$ cat config.mk
export PLATFORM = sky130hd
export DESIGN_NAME = gpio_mux_ctrl
export DESIGN_NICKNAME = d
export VERILOG_FILES = /design/src/rtl/gpio_mux_pkg.sv /design/src/rtl/gpio_cfg_bank.sv /design/src/rtl/gpio_in_sync.sv /design/src/rtl/gpio_pin_arb.sv /design/src/rtl/gpio_mux_ctrl.sv
export SDC_FILE = /design/constraint.sdc
export NUM_CORES = 1
export LEC_CHECK = 0
export ABC_AREA = 1
export BUFFER_PORTS_ARGS = -buffer_cell sky130_fd_sc_hd__buf_2
export CAP_MARGIN = 10
export CORE_ASPECT_RATIO = 0.75
export CORE_MARGIN = 2
export CORE_UTILIZATION = 44
export CTS_CLUSTER_DIAMETER = 80
export DETAILED_ROUTE_END_ITERATION = 10
export HOLD_SLACK_MARGIN = 0.1
export PLACE_DENSITY = 0.74
export REMOVE_ABC_BUFFERS = 1
export SYNTH_ARGS = -nofsm -noshare
export SYNTH_HDL_FRONTEND = slang
export SYNTH_HIERARCHICAL = 1
export SYNTH_SLANG_ARGS = --single-unit
$ cat constraint.sdc
create_clock -name clk -period 1 [get_ports clk]
set_input_delay 0.15 -clock clk [delete_from_list [all_inputs] [get_ports clk]]
set_output_delay 0.15 -clock clk [all_outputs]
set_load 0.005 [all_outputs]
$ cat src/rtl/gpio_mux_pkg.sv
package gpio_mux_pkg;
  localparam int unsigned GPM_PINS    = 4;
  localparam int unsigned GPM_DIR_PIN = 3;
  localparam int unsigned GPM_SYNC    = 2;
  localparam logic [GPM_PINS-1:0] GPM_EN_RST  = 4'b1111;
  localparam logic [GPM_PINS-1:0] GPM_REM_RST = 4'b0111;
  localparam logic [GPM_PINS-1:0] GPM_VAL_RST = 4'b0000;
  localparam logic                GPM_DIR_RST = 1'b1;

  typedef enum logic [1:0] {
    DRV_HIZ    = 2'b00,
    DRV_LOCAL  = 2'b01,
    DRV_REMOTE = 2'b10
  } drv_src_e;
endpackage

$ cat src/rtl/gpio_cfg_bank.sv
module gpio_cfg_bank #(
  parameter int unsigned       N       = 4,
  parameter logic [N-1:0]      EN_RST  = '1,
  parameter logic [N-1:0]      REM_RST = '0,
  parameter logic [N-1:0]      VAL_RST = '0,
  parameter logic              DIR_RST = 1'b1
) (
  input  logic         clk,
  input  logic         rst_n,
  input  logic         we,
  input  logic [N-1:0] en_d,
  input  logic [N-1:0] rem_d,
  input  logic [N-1:0] val_d,
  input  logic         dir_d,
  output logic [N-1:0] en_q,
  output logic [N-1:0] rem_q,
  output logic [N-1:0] val_q,
  output logic         dir_q
);
  for (genvar i = 0; i < N; i++) begin : g_field
    always_ff @(posedge clk or negedge rst_n) begin
      if (!rst_n) begin
        en_q[i]  <= EN_RST[i];
        rem_q[i] <= REM_RST[i];
        val_q[i] <= VAL_RST[i];
      end else if (we) begin
        en_q[i]  <= en_d[i];
        rem_q[i] <= rem_d[i];
        val_q[i] <= val_d[i];
      end
    end
  end

  always_ff @(posedge clk or negedge rst_n) begin
    if (!rst_n)  dir_q <= DIR_RST;
    else if (we) dir_q <= dir_d;
  end

  p_hold_r8: assert property (@(posedge clk) disable iff (!rst_n)
    !we |=> ($stable(en_q) && $stable(rem_q) && $stable(val_q) && $stable(dir_q)));
endmodule

$ cat src/rtl/gpio_in_sync.sv
module gpio_in_sync #(
  parameter int unsigned N      = 4,
  parameter int unsigned STAGES = 2
) (
  input  logic         clk,
  input  logic         rst_n,
  input  logic [N-1:0] d,
  output logic [N-1:0] q
);
  logic [N-1:0] stage_q [STAGES];

  for (genvar s = 0; s < STAGES; s++) begin : g_stage
    always_ff @(posedge clk or negedge rst_n) begin
      if (!rst_n)      stage_q[s] <= '0;
      else if (s == 0) stage_q[s] <= d;
      else             stage_q[s] <= stage_q[(s == 0) ? 0 : s-1];
    end
  end

  assign q = stage_q[STAGES-1];

  if (STAGES == 2) begin : g_chk
    logic [1:0] fill_q;
    always_ff @(posedge clk or negedge rst_n) begin
      if (!rst_n)             fill_q <= '0;
      else if (fill_q != 2'd2) fill_q <= fill_q + 2'd1;
    end
    p_two_edge_delay_r7: assert property (@(posedge clk) disable iff (!rst_n)
      (fill_q == 2'd2) |-> (q == $past(d, 2)));
  end
endmodule

$ cat src/rtl/gpio_pin_arb.sv
module gpio_pin_arb
  import gpio_mux_pkg::*;
(
  input  logic clk,
  input  logic rst_n,
  input  logic en,
  input  logic rem,
  input  logic val,
  input  logic as_input,
  input  logic rem_val,
  output logic oe,
  output logic out
);
  drv_src_e src;

  always_comb begin
    if (!en)           src = DRV_HIZ;
    else if (rem)      src = DRV_REMOTE;
    else if (as_input) src = DRV_HIZ;
    else               src = DRV_LOCAL;
  end

  always_comb begin
    unique case (src)
      DRV_REMOTE: begin oe = 1'b1; out = rem_val; end
      DRV_LOCAL:  begin oe = 1'b1; out = val;     end
      default:    begin oe = 1'b0; out = 1'b0;    end
    endcase
  end

  p_tristate_r2: assert property (@(posedge clk) disable iff (!rst_n)
    !en |-> (!oe && !out));
  p_remote_wins_r6: assert property (@(posedge clk) disable iff (!rst_n)
    (en && rem) |-> (oe && out == rem_val));
  p_local_drive_r4: assert property (@(posedge clk) disable iff (!rst_n)
    (en && !rem && !as_input) |-> (oe && out == val));
  p_input_release_r5: assert property (@(posedge clk) disable iff (!rst_n)
    (en && !rem && as_input) |-> !oe);
endmodule

$ cat src/rtl/gpio_mux_ctrl.sv
module gpio_mux_ctrl
  import gpio_mux_pkg::*;
(
  input  logic                clk,
  input  logic                rst_n,
  input  logic                cfg_we,
  input  logic [GPM_PINS-1:0] cfg_en,
  input  logic [GPM_PINS-1:0] cfg_rem,
  input  logic [GPM_PINS-1:0] cfg_val,
  input  logic                cfg_dir,
  input  logic [GPM_PINS-1:0] rem_in,
  input  logic [GPM_PINS-1:0] pad_in,
  output logic [GPM_PINS-1:0] pad_oe,
  output logic [GPM_PINS-1:0] pad_out,
  output logic [GPM_PINS-1:0] pad_status
);
  logic [GPM_PINS-1:0] en_q, rem_q, val_q, link_q;
  logic                dir_q;
  logic                up_q;

  gpio_cfg_bank #(
    .N(GPM_PINS), .EN_RST(GPM_EN_RST), .REM_RST(GPM_REM_RST),
    .VAL_RST(GPM_VAL_RST), .DIR_RST(GPM_DIR_RST)
  ) u_cfg (
    .clk(clk), .rst_n(rst_n), .we(cfg_we),
    .en_d(cfg_en), .rem_d(cfg_rem), .val_d(cfg_val), .dir_d(cfg_dir),
    .en_q(en_q), .rem_q(rem_q), .val_q(val_q), .dir_q(dir_q)
  );

  always_ff @(posedge clk or negedge rst_n) begin
    if (!rst_n) begin
      link_q <= '0;
      up_q   <= 1'b0;
    end else begin
      link_q <= rem_in;
      up_q   <= 1'b1;
    end
  end

  for (genvar i = 0; i < GPM_PINS; i++) begin : g_pin
    logic as_input;
    if (i == GPM_DIR_PIN) begin : g_dir
      assign as_input = dir_q;
    end else begin : g_fixed
      assign as_input = 1'b0;
    end

    gpio_pin_arb u_arb (
      .clk(clk), .rst_n(rst_n),
      .en(en_q[i]), .rem(rem_q[i]), .val(val_q[i]), .as_input(as_input),
      .rem_val(link_q[i]), .oe(pad_oe[i]), .out(pad_out[i])
    );

    p_remote_latency_r3: assert property (@(posedge clk) disable iff (!rst_n)
      (up_q && en_q[i] && rem_q[i]) |-> (pad_oe[i] && pad_out[i] == $past(rem_in[i])));
  end

  gpio_in_sync #(.N(GPM_PINS), .STAGES(GPM_SYNC)) u_sync (
    .clk(clk), .rst_n(rst_n), .d(pad_in), .q(pad_status)
  );

  p_reset_dir_pin_r1: assert property (@(posedge clk) disable iff (!rst_n)
    !up_q |-> (pad_oe == 4'b0111));
endmodule

== Word level (Yosys, flattened, before mapping) ==
Index checks and enable logic that the tools add are counted.

* Flip-flop bits (word level): 25
* Input bits: 24
* Output and inout bits: 12
* Logic and storage cells: 45

* Eq/ne operators: 8
* Multiplexer cells: 17
* Reduce and logical (&&, ||, !) cells: 4

{| class="wikitable"
|+ Operators by type and width
! cell !! number
|-
| $mux W2 || 8
|-
| $eq A2 B1 Y1 const B || 4
|-
| $eq A2 B2 Y1 const B || 4
|-
| $pmux W1 S2 || 4
|-
| $reduce_or A2 Y1 || 4
|-
| $mux W1 || 5
|}

== Longest topological paths before layout ==
* Depth after elaboration: 6
* Gate-level depth with buffers: 6
* Mapped depth without buffers: 6

== By module ==
The synthesis kept the hierarchy.

{| class="wikitable"
|+ Modules (own cells, without submodules)
! module !! times used !! cells an instance !! area each (um2) !! sequential area each (um2)
|-
| gpio_cfg_bank || 1 || 55 || 504.2 || 335.3
|-
| gpio_pin_arb || 4 || 11 || 65.1 || 0.0
|-
| gpio_in_sync || 1 || 12 || 230.2 || 200.2
|-
| gpio_mux_ctrl || 1 || 5 || 103.8 || 100.1
|}

== Worst setup path after synthesis ==
OpenSTA, ideal clock, no wires.

* Path kind: reg2out
* Start point: register u_cfg.en_q[3]
* End point: output pad_out[3]
* Data arrival time: 1.021 ns
* Required time: 0.850 ns
* Slack: -0.171 ns
* Stages on the path, launching flop included: 4
* Buffers on the path: 0
* Cell sequence: dfstp_2 -> nand2_2 -> ha_1 -> a21oi_1

* Word-level cells in the longest chain between the ends: 3
* Elaborated cells on any way between the ends: 4
* Those cells by class: 2 x eq/ne; 2 x mux

{| class="wikitable"
|+ Ends and longest elaborated chain
! what !! line !! RTL
|-
| from (decl) || gpio_cfg_bank.sv:15 || <nowiki>output logic [N-1:0] en_q,</nowiki>
|-
| from (signal, indexed assignment) || gpio_cfg_bank.sv:23 || <nowiki>en_q[i] <= EN_RST[i];</nowiki>
|-
| from (signal, indexed assignment) || gpio_cfg_bank.sv:27 || <nowiki>en_q[i] <= en_d[i];</nowiki>
|-
| $mux W2 (*) || gpio_pin_arb.sv:17 || <nowiki>if (!en) src = DRV_HIZ;</nowiki>
|-
| $eq A2 B1 Y1 / $eq A2 B2 Y1 (equally long branches) || gpio_pin_arb.sv:24 || <nowiki>unique case (src)</nowiki>
|-
| $pmux W1 S2 (*) || gpio_pin_arb.sv:24 ||
|-
| to (decl) || gpio_mux_ctrl.sv:14 || <nowiki>output logic [GPM_PINS-1:0] pad_out,</nowiki>
|}

Every way passes the cells marked *; elsewhere a longest branch is shown, timed or not.

== Final worst setup path ==
Same ends and word-level chain as after synthesis.

==> impl_metrics.toml <==
[run_status]
status = "finished, violations left"
violations = "setup timing"

[route]
dr_total_vias = 905
viasPerCell = 4.31
first_pass_iters = 4
ant_nets = 0
route.detailed.drc = 0
first_iter_violations = 31
routed_wl_um = 2300
wl_per_cell_um = 11.0

[power_and_ir_drop]
pwr-share-comb_pct = 22.0
finalPower_uw = 2050
internal-power_uw = 1500
vdd_ir_drop_max_mv = 1.09
power_leakage_uw = 0.000897
p_per_area_nw_per_um2 = 1190
pwr-share-clk_pct = 21.2
power_switching_uw = 552
swShare_pct = 26.9
p_seq_share_pct = 56.9

[cells_and_area]
drive_gt1_share_pct = 52.3
area_growth_pct = 57.5
diodes = 0
final_nets = 209
fillers = 182
fin_area_um2 = 1730

[global_route]
first_global_vias = 840
track_usage_pct = 17.7
overflow = 0
antenna_found_initial = 0
grt_max_degree = 26
grt_pass1_wl_um = 3540

[timing]
maxSlewHeadroom_pct = 64.8
skew_ns = 0.000514
fin_ws_ns = -0.665
rsz0062_at_grt = "true"
setup_violations = 8
hold_slack_ns = 0.147
maxSlewViolCount = 0
fmax_mhz = 601
period_share_pct = 166
tightest_slew_ns = 0.528
hold_viol = 0
period_minus_slack_ns = 1.66

[setup_path]
cp-start-kind = "flop"
path_delay_family = "flip-flops"
criticalPathCategory = "reg2out"
cp_cell_sequence = "nand2_4 -> inv_4 -> ha_4 -> a21oi_2 -> buf_2"
setup.worst_path.end_class = "output port"
slowest_delay_ns = 0.62
cpMaxStageDelayCell = "dfstp_2"
required_ns = 0.85
cp.arrival_ns = 1.51
crit_buf_inv = 2
critical_path_peak_fanout = 3

[synth]
ys_ff_latch = 25
syn_inst = 116
synth_area_per_cell_um2 = 9.47
yosysSeqAreaShare_pct = 57.9
synth_warnings = 6
synth_area_um2 = 1100
synth_cell_types = 12

[clock_tree]
h-tree-depth = 1
cts_sinks = 25
cts_max_path_buffers = 2
clk_pin_slew_ns = 0.13
cts_tree = "done"
clockRootBuffer = "clkbuf_4"
insertion_delay_ns = 0.31
cts_made_buffers = 3

[placed_design]
placed_area_um2 = 1280
io_buffers = 35
gp_congestion = 0.631
dp_hpwl_um = 1410

[floorplanning]
start_util_pct = 47.2
dieArea_um2 = 2920
die_h_um = 47.3
io_pins = 36
die-width_um = 61.7
num_rows = 15
core_area_um2 = 2330

[run]
max_cap_violations = 0

[hold_path]
hold_path_class = "in2reg"
## per-layer routing
metal | global-route usage (%) | part of all wire (%)
met5 | 0 | 0
met4 | 5.96 | 1.5
met3 | 6.61 | 5.4
met2 | 32.0 | 50
met1 | 19.4 | 43
## Yosys cell counts
cell type | instances | area, um^2
nand2_2 | 4 | 25.0
dfrtp_1 | 17 | 425
ha_1 | 8 | 100
inv_1 | 8 | 30.0
buf_6 | 1 | 11.3
nand2_1 | 51 | 191
conb_1 | 1 | 3.75
nor2_2 | 4 | 25.0
buf_4 | 5 | 37.5
dfstp_2 | 8 | 210
a21oi_1 | 4 | 20.0
inv_2 | 5 | 18.8
## area by class of cell
cell class | count | area [um^2] | share of cell area (%)
inverter | 13 | 56.3 | 3.25
sequential | 25 | 636 | 36.7
clock inverter | 1 | 7.51 | 0.434
multi-input combinational | 74 | 526 | 30.4
clock buffer | 3 | 22.5 | 1.30
tap | 34 | 42.5 | 2.46
timing repair buffer | 60 | 440 | 25.5
## registers in the layout, indices dropped and copies added (netlist names)
| signal | flops |
|---|---|
| link_q | 4 |
| u_cfg/dir_q | 1 |
| u_cfg/en_q | 4 |
| u_cfg/rem_q | 4 |
| u_cfg/val_q | 4 |
| u_sync/q | 4 |
| u_sync/stage_q | 4 |
## cell usage in the layout, fill, tap and decap left out
master / n
inv_2: 10
dfstp_2: 8
clkbuf_4: 3
clkinvlp_4: 1
dfrtp_1: 17
buf_2: 32
inv_4: 3
ha_2: 2
ha_4: 6
dlygate4sd3_1: 22
nand2_2: 7
nor2_4: 1
a21oi_2: 4
buf_6: 4
nand2_1: 42
conb_1: 3
nor2_2: 3
buf_4: 2
nand2_4: 6
## power groups by stage
| stage | Combinational, uW | Sequential [uW] | Clock, uW |
|---|---|---|---|
| floorplan | 129 | 1160 | 0 |
| global placement | 247 | 1160 | 0 |
| detailed placement | 264 | 1160 | 0 |
| CTS | 408 | 1160 | 464 |
| global route | 504 | 1180 | 502 |
| finish | 451 | 1170 | 435 |
## per-stage QoR
| stage | utilization, % | instances | setup WS, ns | TNS, ns |
|---|---|---|---|---|
| floorplan | - | 112 | -0.171 | -1.05 |
| global route | 74.4 | 210 | -0.741 | -5.33 |
| detailed placement | 55.1 | 182 | -0.290 | -2.00 |
| CTS | 71.3 | 210 | -0.630 | -4.67 |
| finish | 74.4 | 210 | -0.665 | -4.66 |
| global placement | 55.1 | 182 | -0.266 | -1.78 |
## final timing paths
| kind | slack [ns] | to | from | depth (start not counted) |
|---|---|---|---|---|
| setup reg to reg | 0.13 | u_cfg/rem_q[3]$_DFFE_PN0P_ | u_cfg/rem_q[3]$_DFFE_PN0P_ | 4 |
| min in group asynchronous | 0.34 | u_sync/q[0]$_DFF_PN0_ | rst_n | 2 |
| setup / recovery | -0.66 | pad_out[3] | u_cfg/en_q[3]$_DFFE_PN1P_ | 5 |
| hold reg to reg | 0.37 | u_sync/q[0]$_DFF_PN0_ | u_sync/stage_q[4]$_DFF_PN0_ | 0 |
| max in group asynchronous | 0.28 | u_cfg/en_q[1]$_DFFE_PN1P_ | rst_n | 2 |
| hold / removal | 0.15 | u_cfg/en_q[0]$_DFFE_PN1P_ | cfg_we | 4 |
## worst register-to-register path: stages (launching register included)
cell and delay [ns]:
dfrtp_1 0.43, buf_6 0.14, buf_4 0.12, nand2_1 0.05
nand2_1 0.04
## cell families (layout without fill, tap and decap cells)
kind of cell	count (synthesis)	count (layout)	share of synthesized area [%]
simple gates	59	59	22.0
flops	25	25	57.9
buf+inv	19	77	8.88
fa+ha+maj	8	8	9.11
compound gates	4	4	1.82
other cells	1	3	0.341
## what timing repair did
action,4_1_cts,5_1_grt
resized for setup,30,15
hold buffers,22,0
buffers inserted,2,0
pin swaps,14,11
endpoints found under the setup margin,9,12
gates cloned,0,0
hold endpoints to repair,38,0
(Power assumes the default switching activity.)
